==> config.mk <==
export PLATFORM = sky130hd
export DESIGN_NAME = spibr_top
export DESIGN_NICKNAME = d
export VERILOG_FILES = /design/src/rtl/spibr_pkg.sv /design/src/rtl/spibr_sync.sv /design/src/rtl/spibr_rx.sv /design/src/rtl/spibr_tx.sv /design/src/rtl/spibr_top.sv
export SDC_FILE = /design/constraint.sdc
export NUM_CORES = 1
export LEC_CHECK = 0
export CAP_MARGIN = 20
export CORE_UTILIZATION = 55
export CTS_CLUSTER_DIAMETER = 120
export DETAILED_ROUTE_END_ITERATION = 10
export GPL_TIMING_DRIVEN = 0
export PLACE_DENSITY = 0.82
export SETUP_SLACK_MARGIN = 0.1
export SYNTH_ARGS = -nofsm -noshare
export SYNTH_HDL_FRONTEND = slang
export SYNTH_SLANG_ARGS = --single-unit
==> constraint.sdc <==
create_clock -name clk -period 2.3 [get_ports clk]
set_clock_uncertainty 0.1 [all_clocks]
set_input_delay 0.69 -clock clk [delete_from_list [all_inputs] [get_ports clk]]
set_output_delay 0.69 -clock clk [all_outputs]
set_load 0.02 [all_outputs]
==> src/rtl/spibr_pkg.sv <==
package spibr_pkg;

   // Transaction phase after chip select falls
   typedef enum logic [1:0] {
      PH_HDR = 2'd0,
      PH_WR  = 2'd1,
      PH_RD  = 2'd2
   } phase_e;

endpackage

==> src/rtl/spibr_sync.sv <==
module spibr_sync #(
   parameter int          WIDTH   = 3,
   parameter int          STAGES  = 2,
   parameter logic [WIDTH-1:0] RST_VAL = '0
) (
   input  logic             clk,
   input  logic             rst_n,
   input  logic [WIDTH-1:0] d_i,
   output logic [WIDTH-1:0] q_o
);

   if (STAGES < 2) begin : g_bad_stages
      $error("spibr_sync: STAGES must be at least 2");
   end

   for (genvar b = 0; b < WIDTH; b++) begin : g_bit
      logic [STAGES-1:0] chain;
      always_ff @(posedge clk or negedge rst_n) begin
         if (!rst_n) chain <= {STAGES{RST_VAL[b]}};
         else        chain <= {chain[STAGES-2:0], d_i[b]};
      end
      assign q_o[b] = chain[STAGES-1];
   end

endmodule

==> src/rtl/spibr_rx.sv <==
module spibr_rx
   import spibr_pkg::*;
#(
   parameter int CMD_W   = 8,
   parameter int ADDR_W  = 16,
   parameter int DATA_W  = 8,
   parameter int RD_BIT  = 7,
   parameter int IRQ_BIT = 6
) (
   input  logic              clk,
   input  logic              rst_n,
   input  logic              active_i,
   input  logic              rise_i,
   input  logic              mosi_i,
   output logic [ADDR_W-1:0] mem_addr_o,
   output logic [DATA_W-1:0] mem_wdata_o,
   output logic              mem_we_o,
   output logic              mem_re_o,
   output logic              irq_o,
   output logic              rd_phase_o
);

   localparam int HDR_W  = CMD_W + ADDR_W;
   localparam int CNT_W  = $clog2(HDR_W + 1);
   localparam int BIT_W  = $clog2(DATA_W);
   localparam int TOPBIT = (RD_BIT > IRQ_BIT) ? RD_BIT : IRQ_BIT;
   localparam int SR_W   = ADDR_W + TOPBIT;

   phase_e            phase;
   logic [CNT_W-1:0]  hdr_cnt;
   logic [SR_W-1:0]   hdr_sr;
   logic [BIT_W-1:0]  bit_idx;
   logic [DATA_W-2:0] din_sr;
   logic [ADDR_W-1:0] next_addr;
   logic              irq_en;
   logic [ADDR_W-1:0] hdr_addr;
   logic              hdr_rd;
   logic              hdr_irq;

   // Header fields as seen with the current bit appended
   assign hdr_addr = {hdr_sr[ADDR_W-2:0], mosi_i};
   assign hdr_rd   = hdr_sr[ADDR_W + RD_BIT - 1];
   assign hdr_irq  = hdr_sr[ADDR_W + IRQ_BIT - 1];

   always_ff @(posedge clk or negedge rst_n) begin
      if (!rst_n) begin
         phase       <= PH_HDR;
         hdr_cnt     <= '0;
         hdr_sr      <= '0;
         bit_idx     <= '0;
         din_sr      <= '0;
         next_addr   <= '0;
         irq_en      <= 1'b0;
         mem_addr_o  <= '0;
         mem_wdata_o <= '0;
         mem_we_o    <= 1'b0;
         mem_re_o    <= 1'b0;
         irq_o       <= 1'b0;
      end else begin
         mem_we_o <= 1'b0;
         mem_re_o <= 1'b0;
         irq_o    <= 1'b0;
         if (!active_i) begin
            phase   <= PH_HDR;
            hdr_cnt <= '0;
            bit_idx <= '0;
         end else if (rise_i) begin
            if (phase == PH_HDR) begin
               hdr_sr <= {hdr_sr[SR_W-2:0], mosi_i};
               if (hdr_cnt == CNT_W'(HDR_W - 1)) begin
                  hdr_cnt <= '0;
                  bit_idx <= '0;
                  irq_en  <= hdr_irq;
                  if (hdr_rd) begin
                     phase      <= PH_RD;
                     mem_re_o   <= 1'b1;
                     mem_addr_o <= hdr_addr;
                     next_addr  <= hdr_addr + 1'b1;
                  end else begin
                     phase     <= PH_WR;
                     next_addr <= hdr_addr;
                  end
               end else begin
                  hdr_cnt <= hdr_cnt + 1'b1;
               end
            end else begin
               din_sr <= {din_sr[DATA_W-3:0], mosi_i};
               if (bit_idx == BIT_W'(DATA_W - 1)) begin
                  bit_idx    <= '0;
                  mem_addr_o <= next_addr;
                  next_addr  <= next_addr + 1'b1;
                  if (phase == PH_WR) begin
                     mem_we_o    <= 1'b1;
                     mem_wdata_o <= {din_sr, mosi_i};
                     irq_o       <= irq_en;
                  end else begin
                     mem_re_o <= 1'b1;
                  end
               end else begin
                  bit_idx <= bit_idx + 1'b1;
               end
            end
         end
      end
   end

   assign rd_phase_o = (phase == PH_RD);

endmodule

==> src/rtl/spibr_tx.sv <==
module spibr_tx #(
   parameter int DATA_W = 8
) (
   input  logic              clk,
   input  logic              rst_n,
   input  logic              active_i,
   input  logic              rd_phase_i,
   input  logic              fall_i,
   input  logic              re_i,
   input  logic [DATA_W-1:0] rdata_i,
   output logic              miso_o,
   output logic              miso_en_o
);

   logic              load_q;
   logic [DATA_W-1:0] tx_sr;

   always_ff @(posedge clk or negedge rst_n) begin
      if (!rst_n) begin
         load_q    <= 1'b0;
         tx_sr     <= '0;
         miso_o    <= 1'b0;
         miso_en_o <= 1'b0;
      end else begin
         load_q <= re_i;
         if (!active_i) begin
            miso_o    <= 1'b0;
            miso_en_o <= 1'b0;
         end else if (load_q) begin
            tx_sr <= rdata_i;
         end else if (fall_i && rd_phase_i) begin
            miso_o    <= tx_sr[DATA_W-1];
            tx_sr     <= {tx_sr[DATA_W-2:0], 1'b0};
            miso_en_o <= 1'b1;
         end
      end
   end

endmodule

==> src/rtl/spibr_top.sv <==
module spibr_top #(
   parameter int CMD_W       = 8,
   parameter int ADDR_W      = 16,
   parameter int DATA_W      = 8,
   parameter int RD_BIT      = 7,
   parameter int IRQ_BIT     = 6,
   parameter int SYNC_STAGES = 2
) (
   input  logic              clk,
   input  logic              rst_n,
   input  logic              spi_cs_n,
   input  logic              spi_sclk,
   input  logic              spi_mosi,
   output logic              spi_miso,
   output logic              spi_miso_en,
   output logic [ADDR_W-1:0] mem_addr,
   output logic [DATA_W-1:0] mem_wdata,
   output logic              mem_we,
   output logic              mem_re,
   input  logic [DATA_W-1:0] mem_rdata,
   output logic              wr_irq
);

   if (RD_BIT >= CMD_W || IRQ_BIT >= CMD_W || RD_BIT == IRQ_BIT) begin : g_bad_cmd
      $error("spibr_top: command bit positions invalid");
   end
   if (DATA_W < 4 || (DATA_W & (DATA_W - 1)) != 0) begin : g_bad_data
      $error("spibr_top: DATA_W must be a power of two, at least 4");
   end
   if (ADDR_W < 2) begin : g_bad_addr
      $error("spibr_top: ADDR_W too small");
   end

   logic [2:0] pins_s;
   logic       cs_n_s, sclk_s, mosi_s;
   logic       sclk_prev;
   logic       rise, fall, active;
   logic       rd_phase;

   spibr_sync #(
      .WIDTH   (3),
      .STAGES  (SYNC_STAGES),
      .RST_VAL (3'b001)
   ) u_sync (
      .clk   (clk),
      .rst_n (rst_n),
      .d_i   ({spi_mosi, spi_sclk, spi_cs_n}),
      .q_o   (pins_s)
   );

   assign cs_n_s = pins_s[0];
   assign sclk_s = pins_s[1];
   assign mosi_s = pins_s[2];

   always_ff @(posedge clk or negedge rst_n) begin
      if (!rst_n) sclk_prev <= 1'b0;
      else        sclk_prev <= sclk_s;
   end

   assign rise   = sclk_s & ~sclk_prev;
   assign fall   = ~sclk_s & sclk_prev;
   assign active = ~cs_n_s;

   spibr_rx #(
      .CMD_W   (CMD_W),
      .ADDR_W  (ADDR_W),
      .DATA_W  (DATA_W),
      .RD_BIT  (RD_BIT),
      .IRQ_BIT (IRQ_BIT)
   ) u_rx (
      .clk         (clk),
      .rst_n       (rst_n),
      .active_i    (active),
      .rise_i      (rise),
      .mosi_i      (mosi_s),
      .mem_addr_o  (mem_addr),
      .mem_wdata_o (mem_wdata),
      .mem_we_o    (mem_we),
      .mem_re_o    (mem_re),
      .irq_o       (wr_irq),
      .rd_phase_o  (rd_phase)
   );

   spibr_tx #(
      .DATA_W (DATA_W)
   ) u_tx (
      .clk        (clk),
      .rst_n      (rst_n),
      .active_i   (active),
      .rd_phase_i (rd_phase),
      .fall_i     (fall),
      .re_i       (mem_re),
      .rdata_i    (mem_rdata),
      .miso_o     (spi_miso),
      .miso_en_o  (spi_miso_en)
   );

endmodule

Yosys cells after proc, flatten, opt, wreduce, memory -nomap -nowiden
Cells that the tools add are included.

Register bits: 102. Bits of input ports: 13. Output and inout port bits: 29. Word-level logic and storage cells: 104.

Add/sub/neg operators: 4. Equal/unequal tests: 8. Multiplexer cells: 47. Bitwise operators: 6. Reductions and logical operators: 19.

Operators by type and width (number): $mux 16 (8); $add 16x1->16 const B (2); $mux 1 (23); $mux 5 (4); $mux 8 (2); $mux 3 (5); $reduce_bool 2->1 (6); $mux 2 (5); $reduce_and 5->1 (2); $reduce_and 3->1 (3); $reduce_and 2->1 (4); $reduce_and 4->1 (2); $add 5x1->5 const B (1); $eq 5x5->1 const B (1); $ne 2x2->1 const B (2); $not 1->1 (4); $add 3x1->3 const B (1); $eq 3x3->1 const B (1); $ne 3x3->1 const B (1); $and 1x1->1 (2); $eq 2x1->1 const B (1); $eq 2x2->1 const B (1); $logic_not 2->1 (1); $ne 2x1->1 const B (1); $logic_and 1x1->1 (1).

Logic depth before layout (Yosys ltp)
Gate-level depths: netlist of the first run.

Word-level depth: 6. Mapped depth: 8. Depth with buffers taken out: 7.

Hierarchy
From an unflattened synthesis of the first run, not the netlist that was laid out.

Cell total of the unflattened synthesis: 460. Area, all modules: 4869.7 um^2.

Modules (own cells, without submodules): spibr_rx (times used 1, cells an instance 403, area an instance 4130.2 um^2, seq. area each 2102.0 um^2); spibr_tx (times used 1, cells an instance 44, area an instance 520.5 um^2, seq. area each 275.3 um^2); spibr_sync (times used 1, cells an instance 9, area an instance 175.2 um^2, seq. area each 152.6 um^2); spibr_top (times used 1, cells an instance 4, area an instance 43.8 um^2, seq. area each 25.0 um^2).

Worst setup path before layout of the first run
Ideal clock, no wire load.

Path kind: reg-to-reg. From: register u_sync.g_bit[2].chain[1]. To: register u_rx.next_addr[14]. Setup time: 126 ps. Arrival time: 1679 ps. Data required time: 2074 ps. Path slack: 394 ps. Stages on the path, launching flop included: 7. Buffers on the path: 0. Clock period less this slack: 1906 ps. Cell sequence: dfrtp_1 ha_1 and3_2 or3b_4 nor2_1 xor2_1 a221o_1.

Word-level cells in the longest chain between the ends: 4.

RTL lines: from (decl) (line spibr_sync.sv:17) `logic [STAGES-1:0] chain;`; from (signal assigned) (line spibr_sync.sv:19) `if (!rst_n) chain <= {STAGES{RST_VAL[b]}};`; from (signal assigned) (line spibr_sync.sv:20) `else chain <= {chain[STAGES-2:0], d_i[b]};`; $add 16x1->16 (line spibr_rx.sv:78) `next_addr <= hdr_addr + 1'b1;`; $mux 16 (line spibr_rx.sv:74) `if (hdr_rd) begin`; $mux 16 (line spibr_rx.sv:70) `if (hdr_cnt == CNT_W'(HDR_W - 1)) begin`; $mux 16 (line spibr_rx.sv:68) `if (phase == PH_HDR) begin`; to (signal assigned) (line spibr_rx.sv:78); to (signal assigned) (line spibr_rx.sv:81) `next_addr <= hdr_addr;`; to (signal assigned) (line spibr_rx.sv:91) `next_addr <= next_addr + 1'b1;`; to (decl) (line spibr_rx.sv:34) `logic [ADDR_W-1:0] next_addr;`.

Every way passes these cells. The select of a mux whose other input is x is not followed. A chain may end at the register's enable or synchronous reset.

Worst setup path after layout of the first run
From: register u_rx.mem_addr_o[10]. To: output port mem_addr[10].

RTL lines: from (decl) (line spibr_rx.sv:15) `output logic [ADDR_W-1:0] mem_addr_o,`; from (signal assigned) (line spibr_rx.sv:77) `mem_addr_o <= hdr_addr;`; from (signal assigned) (line spibr_rx.sv:90) `mem_addr_o <= next_addr;`; to (decl) (line spibr_top.sv:16) `output logic [ADDR_W-1:0] mem_addr,`.

No word-level cell between the ends.

==> flow_summary.ini, run 1 <==
[sta]
hold-worst-slack_ns = 0.153
slew_headroom = 0.578
period_needed_ns = 2.18
hold_viol = 0
max_freq_mhz = 460
worst_slack_ns = 0.124
slew_viol_final = 0
post-route-period-util = 0.946
finalSetupViolations = 0
rsz0062_at_grt = yes
tightestPinTransition_ns = 0.633

[floorplan]
die_area_mm2 = 0.00909
initial_core_util = 0.574
core_mm2 = 0.00834
die_h_um = 95.3
die_x_um = 95.3
io_pins = 42
fp-row-count = 33

[cts]
htreeDepth = 3
cts_buffer_depth = 2
clk_pin_slew_ns = 0.11
insertion_delay_ns = 0.39
root_buffer = clkbuf_8
tritoncts = yes
clock-sinks = 102
cts_buffers = 9

[final_layout]
fin_cells = 622
area_growth_pct = 16.8
layout-drive-gt1-share = 0.161
final_core_util = 0.671
final_nets = 531
diodes = 0

[routing]
dr_wl_met3_um = 514
routed.top_layer = met4
num_vias = 3603
via_per_inst = 5.79
first_iter_violations = 237
drt_pass1_iterations = 4
avgRoutedWirePerCell_um = 16.5
wl_met1_um = 4670
drc = 0
wl_um = 10300
postRouteAntennaNets = 0
met2WireLength_um = 4880

[synth]
ys_types = 59
synth-simple-area-share = 0.171
synthFlopType = dfrtp_1
synth_area_per_cell_um2 = 10.5
synth_seq_cells = 102
yosys-top-cells-count = dfrtp_1, nand2_1, nor2_1
synthDominantCellAreaShare = 0.522
yosysMostFrequentCell = dfrtp_1
syn_inst = 457
synth_area_leader_cell = dfrtp_1
netlist_area_mm2 = 0.00479
synthMuxAreaShare = 0.121
synth_compound_area_frac = 0.109
synth_top_family_by_area = simple AND/OR/NAND/NOR gates
synthTopCellsByArea = dfrtp_1, mux2_2, nand2_1
yosysSeqAreaShare = 0.533
yosysWarnings = 0
synthesis.nets = 476
synth-adder-area-share = 0.0157
synth_edf_count = 0
async_flop_share = 1.00
synthXorXnorAreaFrac = 0.0238

[place]
gp_routability_congestion = 0.869
pre_cts_ws_ns = -0.0285
io_buffers = 41
post-place-cells = 604
hpwl_um = 7480

[power]
ir_drop_v = 0.000269
finalPower_mw = 3.48
power_density_mw_per_mm2 = 622
p_leak_nw = 2.55

[global_route]
overflow = 0
grt_max_degree = 67
grt_first_pass_wirelength_um = 16900
track_usage = 0.247
grt_pass1_vias = 3475
antenna_found_initial = 0

[critical_path]
slowest_delay_ns = 0.62
start_kind = flop
cp_data_arrival_time_ns = 1.39
endpoint_kind = output port
worst-setup-path-type = flop to output port
cpLargestDelayFamily = buffers and inverters
crit_cells = 1
critPathRequiredTime_ns = 1.51
slowest_stage = clkdlybuf4s50_1
worstPathMaxFanout = 2
ff2ff_path_depth = 7
worstPathCellList = clkdlybuf4s50_1
cp_num_buf_inv = 1

[run]
cap_violations = 0

[outcome]
outcome = complete, no violations

[hold_path]
hp-class = input port to async pin
[metrics by stage]
step / TNS (ns) / instance area [um2]
final: 0 / 5600
after global routing: 0 / 5600
after CTS: 0 / 5560
after detailed placement: -0.0333 / 5360
after global placement: -326.04 / 5330
after floorplan: 0 / 4790
[what timing repair did]
item / 4_1_cts / 5_1_grt
pin swaps: 0 / 1
setup buffers: 0 / 2
setup endpoints to repair: 12 / 24
gates resized for setup: 3 / 14
cloned: 0 / 0
hold buffers: 0 / 0
[power by group]
| part | leakage, nW | internal [mW] | switching, mW |
|---|---|---|---|
| logic | 1.09 | 0.174 | 0.193 |
| clock network | 0.101 | 0.432 | 0.704 |
| registers | 1.36 | 1.87 | 0.112 |
[per-layer routing]
layer / up-vias / GRT usage
met2: 93 / 0.404
met4: 0 / 0.109
met1: 1762 / 0.322
met5: - / 0
met3: 19 / 0.0431
li1: 1729 / -
[logic make-up (layout without fill, tap and decap cells)]
kind of cell | count (synthesis) | in the layout
and+or+nand+nor | 169 | 169
DFF | 102 | 102
AOI/OAI and AO/OA | 85 | 85
muxes | 54 | 54
buffers and inverters | 28 | 88
xor gates and xnor gates | 13 | 13
adders and majority gates | 6 | 6
[state kept, by name, summed over array words and instances (netlist names)]
| signal | cells |
|---|---|
| u_sync.g_bit.chain | 6 |
| u_rx.mem_re_o | 1 |
| u_rx.mem_wdata_o | 8 |
| u_rx.next_addr | 16 |
| u_rx.bit_idx | 3 |
| u_rx.mem_we_o | 1 |
| u_tx.miso_en_o | 1 |
| u_rx.irq_en | 1 |
| u_rx.irq_o | 1 |
| u_tx.tx_sr | 8 |
| sclk_prev | 1 |
| u_rx.phase | 2 |
| u_rx.hdr_cnt | 5 |
| u_rx.din_sr | 7 |
| u_rx.mem_addr_o | 16 |
| u_rx.hdr_sr | 23 |
| u_tx.load_q | 1 |
| u_tx.miso_o | 1 |
[cell type report]
cell class                      count  area (um2)
Clock inverter                      7        68.8
Multi-Input combinational cell    327        2120
Tap cell                          105         131
Inverter                            5        18.8
Buffer                             23         118
Timing Repair Buffer               44         455
Sequential cell                   102        2560
Clock buffer                        9         124
Fill cell                         644        2750
[layout by cell type (no fill, tap or decap), types with 7 or more instances in the layout]
master and count:
buf_2 10, o21ai_1 8, a21oi_1 16, dfrtp_1 98, clkbuf_8 9, mux2_2 31
nor3_1 7, nor2_1 33, mux2i_1 23, o21ai_0 29, nand2_1 73, clkdlybuf4s50_1 38
nand3_1 13, xor2_1 9
[worst paths after layout]
kind | from | end | slack, ns
setup / recovery | u_rx.mem_addr_o[10]$_DFFE_PN0P_ | mem_addr[10] | 0.12
hold reg to reg | u_sync.g_bit[1].chain[0]$_DFF_PN0_ | u_sync.g_bit[1].chain[1]$_DFF_PN0_ | 0.26
hold / removal | rst_n | u_rx.mem_addr_o[9]$_DFFE_PN0P_ | 0.15
setup reg to reg | u_rx.bit_idx[0]$_DFFE_PN0P_ | u_rx.next_addr[8]$_DFFE_PN0P_ | 0.19
min in group clk | u_sync.g_bit[1].chain[0]$_DFF_PN0_ | u_sync.g_bit[1].chain[1]$_DFF_PN0_ | 0.26
max in group asynchronous | rst_n | u_sync.g_bit[0].chain[1]$_DFF_PN1_ | 1.21
Power figures use the tool's default switching activity.
==> inputs of run 2 (changes only) <==
--- a/config.mk
+++ b/config.mk
@@ -6,6 +6,7 @@
 export NUM_CORES = 1
 export LEC_CHECK = 0
 export CAP_MARGIN = 20
+export CORE_MARGIN = 4
 export CORE_UTILIZATION = 55
 export CTS_CLUSTER_DIAMETER = 120
 export DETAILED_ROUTE_END_ITERATION = 10
==> run 2 against run 1 <==
Total power grew 1.6%. First-iteration DRC count up 40%. Sequential share of layout area is 0.41 points lower. Largest power group unchanged. Via count up 2.1%.
==> flow_summary.ini, run 2 (synthesis gave the netlist of run 1 again) <==
[cts]
cts_hold_buf = 0
tritoncts = yes
clock-sinks = 102
htreeDepth = 3
insertion_delay_ns = 0.38
root_buffer = clkbuf_8
cts_buffer_depth = 2
cts_buffers = 9
clk_pin_slew_ns = 0.11

[place]
hpwl_um = 7690
postPlaceCellArea_mm2 = 0.00536
post-place-cells = 604
pre_cts_ws_ns = -0.0545
io_buffers = 41
gp_routability_congestion = 0.939

[global_route]
track_usage = 0.222
overflow = 0
antenna_found_initial = 0
grt_max_degree = 54
grt_pass1_vias = 3724
grt_first_pass_wirelength_um = 18100

[critical_path]
cp_data_arrival_time_ns = 1.37
worst-setup-path-type = flop to output port
slowest_stage = clkdlybuf4s50_1
ff2ff_path_depth = 6
start_kind = flop
crit_cells = 1
critPathLaunch = u_rx.mem_addr_o[6]$_DFFE_PN0P_
reg2reg_from = u_rx.bit_idx[0]$_DFFE_PN0P_
r2r_slack_ns = 0.20
slowest_delay_ns = 0.61
critPathRequiredTime_ns = 1.51
cpLargestDelayFamily = buffers and inverters
worstPathMaxFanout = 2
endpoint_kind = output port
cp_num_buf_inv = 1
worstPathCellList = clkdlybuf4s50_1

[final_layout]
nFillCells = 642
final_area_mm2 = 0.00565
largest_reg_flops = 23
layout-drive-gt1-share = 0.164
top_regs = u_rx.hdr_sr (23), u_rx.mem_addr_o (16), u_rx.next_addr (16)
final_common_cell = dfrtp_1
multi_input_area_mm2 = 0.00214
final_nets = 531
area_growth_pct = 17.9
diodes = 0
final_cell_mix = dfrtp_1, nand2_1, nor2_1
regArea_mm2 = 0.00256
largest_register = u_rx.hdr_sr
fin_cells = 622

[outcome]
outcome = complete, no violations

[routing]
via_per_inst = 5.91
first_iter_violations = 331
drt_pass1_iterations = 5
postRouteAntennaNets = 0
drc = 0
num_vias = 3677
avgRoutedWirePerCell_um = 16.9
wl_um = 10500

[floorplan]
die_x_um = 101
initial_core_util = 0.574
die_area_mm2 = 0.0103
die_h_um = 101
io_pins = 42
fp-row-count = 33
core_mm2 = 0.00834

[run]
cap_violations = 0

[sta]
rsz0062_at_grt = yes
hold-worst-slack_ns = 0.211
hold_viol = 0
tightestPinTransition_ns = 0.639
finalSetupViolations = 0
post-route-period-util = 0.937
period_needed_ns = 2.16
slew_headroom = 0.574
worst_slack_ns = 0.144
slew_viol_final = 0
max_freq_mhz = 464

[power]
ir_drop_v = 0.000370
power_density_mw_per_mm2 = 627
p_leak_nw = 2.67

[hold_path]
hp-class = input port to async pin
[run 2: metal layers]
metal	up-vias	share of wire	global-route usage	wire, um
met5	-	0	0	0
met2	132	0.47	0.357	4950
met1	1792	0.44	0.299	4650
met4	0	0.019	0.0757	196
li1	1728	-	-	-
met3	25	0.070	0.0517	740
[run 2: stage by stage]
stage	utilization	setup TNS (ns)	power (mW)
final	0.677	0	3.54
after global routing	0.677	0	3.70
after CTS	0.669	0	3.56
after detailed placement	0.642	-0.231	2.38
after global placement	0.639	-321.61	2.37
after floorplan	-	0	2.23
[run 2: path summary, 6_finish.rpt]
check / endpoint
worst max-delay path: mem_addr[6]
worst min-delay path: u_rx.mem_addr_o[6]$_DFFE_PN0P_
worst min register to register: u_sync.g_bit[0].chain[1]$_DFF_PN1_
min in group clk: u_sync.g_bit[0].chain[1]$_DFF_PN1_
worst max register to register: u_rx.next_addr[9]$_DFFE_PN0P_
max in group asynchronous: u_rx.hdr_sr[0]$_DFFE_PN0P_
[run 2: report_power, final]
part / switching, mW / total (mW) / internal (mW)
sequential: 0.120 / 1.99 / 1.87
clock: 0.728 / 1.18 / 0.453
combinational: 0.196 / 0.370 / 0.174
total: 1.04 / 3.54 / 2.49
[run 2: what timing repair did]
item / 4_1_cts / 5_1_grt
hold endpoints to repair: 0 / 0
endpoints found under the setup margin: 12 / 53
setup buffers: 0 / 2
pin swaps: 0 / 1
resized for setup: 4 / 23
[run 2: cell type report]
cell class	instances	share of cell area
clock inverter	7	0.0162
inverter	5	0.00332
clock buffer	9	0.0219
buffer	23	0.0204
tap	105	0.0233
timing repair buffer	44	0.0831
sequential	102	0.453
multi-input combinational	327	0.379
==> inputs of run 3 (changes only) <==
--- a/config.mk
+++ b/config.mk
@@ -5,13 +5,14 @@
 export SDC_FILE = /design/constraint.sdc
 export NUM_CORES = 1
 export LEC_CHECK = 0
+export ABC_AREA = 1
 export CAP_MARGIN = 20
 export CORE_MARGIN = 4
 export CORE_UTILIZATION = 55
 export CTS_CLUSTER_DIAMETER = 120
 export DETAILED_ROUTE_END_ITERATION = 10
 export GPL_TIMING_DRIVEN = 0
-export PLACE_DENSITY = 0.82
+export PLACE_DENSITY = 0.81
 export SETUP_SLACK_MARGIN = 0.1
 export SYNTH_ARGS = -nofsm -noshare
 export SYNTH_HDL_FRONTEND = slang
==> run 3 against run 2 <==
Non-clock buffer count is 2 lower. Clock power fell by 8%. Global-route usage grew 1.9 points. Combinational power rose to 3.6 times the previous value. Design area increased by 1.8%. Total power rose by 36%. Largest power group unchanged.
==> flow_summary.ini, run 3 <==
[synth]
synthDominantCellAreaShare = 0.502
synth-adder-area-share = 0.0151
netlist_area_mm2 = 0.00499
synth_area_leader_cell = dfrtp_1
synth_compound_area_frac = 0.137
synth_seq_cells = 102
ys_types = 33
synthMuxAreaShare = 0
synthXorXnorAreaFrac = 0.0123
syn_inst = 604
yosys-top-cells-count = nand2_1, dfrtp_1, inv_1
synthTopCellsByArea = dfrtp_1, nand2_1, inv_1
synth_edf_count = 0
synth_area_per_cell_um2 = 8.26
yosysMostFrequentCell = nand2_1
synthesis.nets = 623
yosysSeqAreaShare = 0.512
synth-simple-area-share = 0.245
async_flop_share = 1.00
synth_top_family_by_area = simple AND/OR/NAND/NOR gates
yosysWarnings = 0
synthFlopType = dfrtp_1

[power]
finalPower_mw = 4.81
ir_drop_v = 0.000813
power_density_mw_per_mm2 = 837
p_leak_nw = 2.64

[global_route]
antenna_found_initial = 0
overflow = 0
track_usage = 0.242
grt_max_degree = 74
grt_pass1_vias = 4143
grt_first_pass_wirelength_um = 20100

[place]
hpwl_um = 8780
io_buffers = 41
pre_cts_ws_ns = 0.417
postPlaceCellArea_mm2 = 0.00556
post-place-cells = 754
gp_routability_congestion = 0.904

[cts]
cts_buffer_depth = 2
htreeDepth = 3
clock-sinks = 102
insertion_delay_ns = 0.38
tritoncts = yes
cts_hold_buf = 0
clk_pin_slew_ns = 0.12
root_buffer = clkbuf_8
cts_buffers = 9

[hold_path]
hp-class = input port to async pin

[routing]
first_iter_violations = 331
wl_um = 12000
via_per_inst = 5.66
avgRoutedWirePerCell_um = 15.6
drc = 0
num_vias = 4355
postRouteAntennaNets = 0
drt_pass1_iterations = 5

[sta]
tightestPinTransition_ns = 0.567
slew_viol_final = 0
post-route-period-util = 0.937
worst_slack_ns = 0.144
slew_headroom = 0.622
hold_viol = 0
finalSetupViolations = 0
rsz0062_at_grt = no
period_needed_ns = 2.16
max_freq_mhz = 464

[final_layout]
final_cell_mix = nand2_1, dfrtp_1, inv_1
layout-drive-gt1-share = 0.0921
fin_cells = 770
largest_register = u_rx.hdr_sr
area_growth_pct = 15.3
final_common_cell = nand2_1
top_regs = u_rx.hdr_sr (23), u_rx.mem_addr_o (16), u_rx.next_addr (16)
largest_reg_flops = 23
diodes = 0
final_nets = 676
final_area_mm2 = 0.00575

[floorplan]
initial_core_util = 0.569
core_mm2 = 0.00876
die_x_um = 103
io_pins = 42
die_h_um = 103
die_area_mm2 = 0.0107
fp-row-count = 34

[critical_path]
worstPathCellList = clkdlybuf4s50_1
slowest_delay_ns = 0.61
cp_num_buf_inv = 1
cpLargestDelayFamily = buffers and inverters
endpoint_kind = output port
cp_data_arrival_time_ns = 1.37
start_kind = flop
worst-setup-path-type = flop to output port
worstPathMaxFanout = 2
critPathRequiredTime_ns = 1.51
slowest_stage = clkdlybuf4s50_1

[run]
cap_violations = 0

[outcome]
outcome = complete, no violations
run 3: changes by cell type after synthesis, moves of 10 or more:
cell | before | now
o22ai_1 | 2 | 12
nor2_1 | 34 | 58
o21ai_0 | 29 | 39
mux2_2 | 31 | 0
nand2_1 | 73 | 163
mux2i_1 | 23 | 0
nand3_1 | 13 | 41
inv_1 | 4 | 60
a31oi_1 | 2 | 18
run 3: final timing paths:
path,start,endpoint,slack [ns],cells after the start
max in group asynchronous,rst_n,u_sync.g_bit[0].chain[0]$_DFF_PN1_,1.29,2
hold / removal,rst_n,u_tx.tx_sr[3]$_DFFE_PN0P_,0.11,1
setup / recovery,u_rx.mem_re_o$_DFF_PN0_,mem_re,0.14,1
hold reg to reg,u_sync.g_bit[1].chain[0]$_DFF_PN0_,u_sync.g_bit[1].chain[1]$_DFF_PN0_,0.26,0
setup reg to reg,u_rx.hdr_cnt[0]$_DFFE_PN0P_,u_rx.next_addr[0]$_DFFE_PN0P_,0.37,7
min in group clk,u_sync.g_bit[1].chain[0]$_DFF_PN0_,u_sync.g_bit[1].chain[1]$_DFF_PN0_,0.26,0
run 3: per-stage QoR:
stage / hold slack (ns) / utilization / TNS [ns]
after floorplan: 0.231 / - / 0
after global placement: 0.232 / 0.631 / -329.55
after detailed placement: 0.240 / 0.634 / 0
after CTS: 0.135 / 0.655 / 0
after global routing: 0.143 / 0.656 / 0
final: 0.115 / 0.656 / 0
run 3: power breakdown:
part	total [mW]	leakage [nW]	internal, mW	switching (mW)
registers	2.41	1.31	2.13	0.279
logic	1.32	1.24	0.541	0.777
clock network	1.09	0.0869	0.415	0.670
run 3: area by class of cell:
type	count	area (um2)
multi-input cells	416	2040
well taps	108	135
inverters	63	236
clock inverters	6	55.1
plain buffers	23	155
repair buffers	42	443
clock buffers	10	128
fillers	746	3020
flip-flops and latches	102	2550
run 3: cells by family (layout without fill, tap and decap cells):
group                    after synthesis  count (layout)
buffers and inverters                 86             144
AO/OA/AOI/OAI                        116             116
XOR/XNOR                               7               7
flip-flops                           102             102
adder cells (fa/ha/maj)                6               6
AND/OR/NAND/NOR                      287             287
run 3: routing by layer:
metal / up-vias / part of all wire / GRT usage
met4: 0 / 0.032 / 0.111
met5: - / 0 / 0
li1: 2084 / - / -
met3: 29 / 0.051 / 0.0329
met2: 148 / 0.47 / 0.384
met1: 2094 / 0.45 / 0.332
run 3: what timing repair did:
item | CTS | global route
gates resized for setup | 0 | 3
buffers inserted | 0 | 0
setup endpoints to repair | 0 | 3
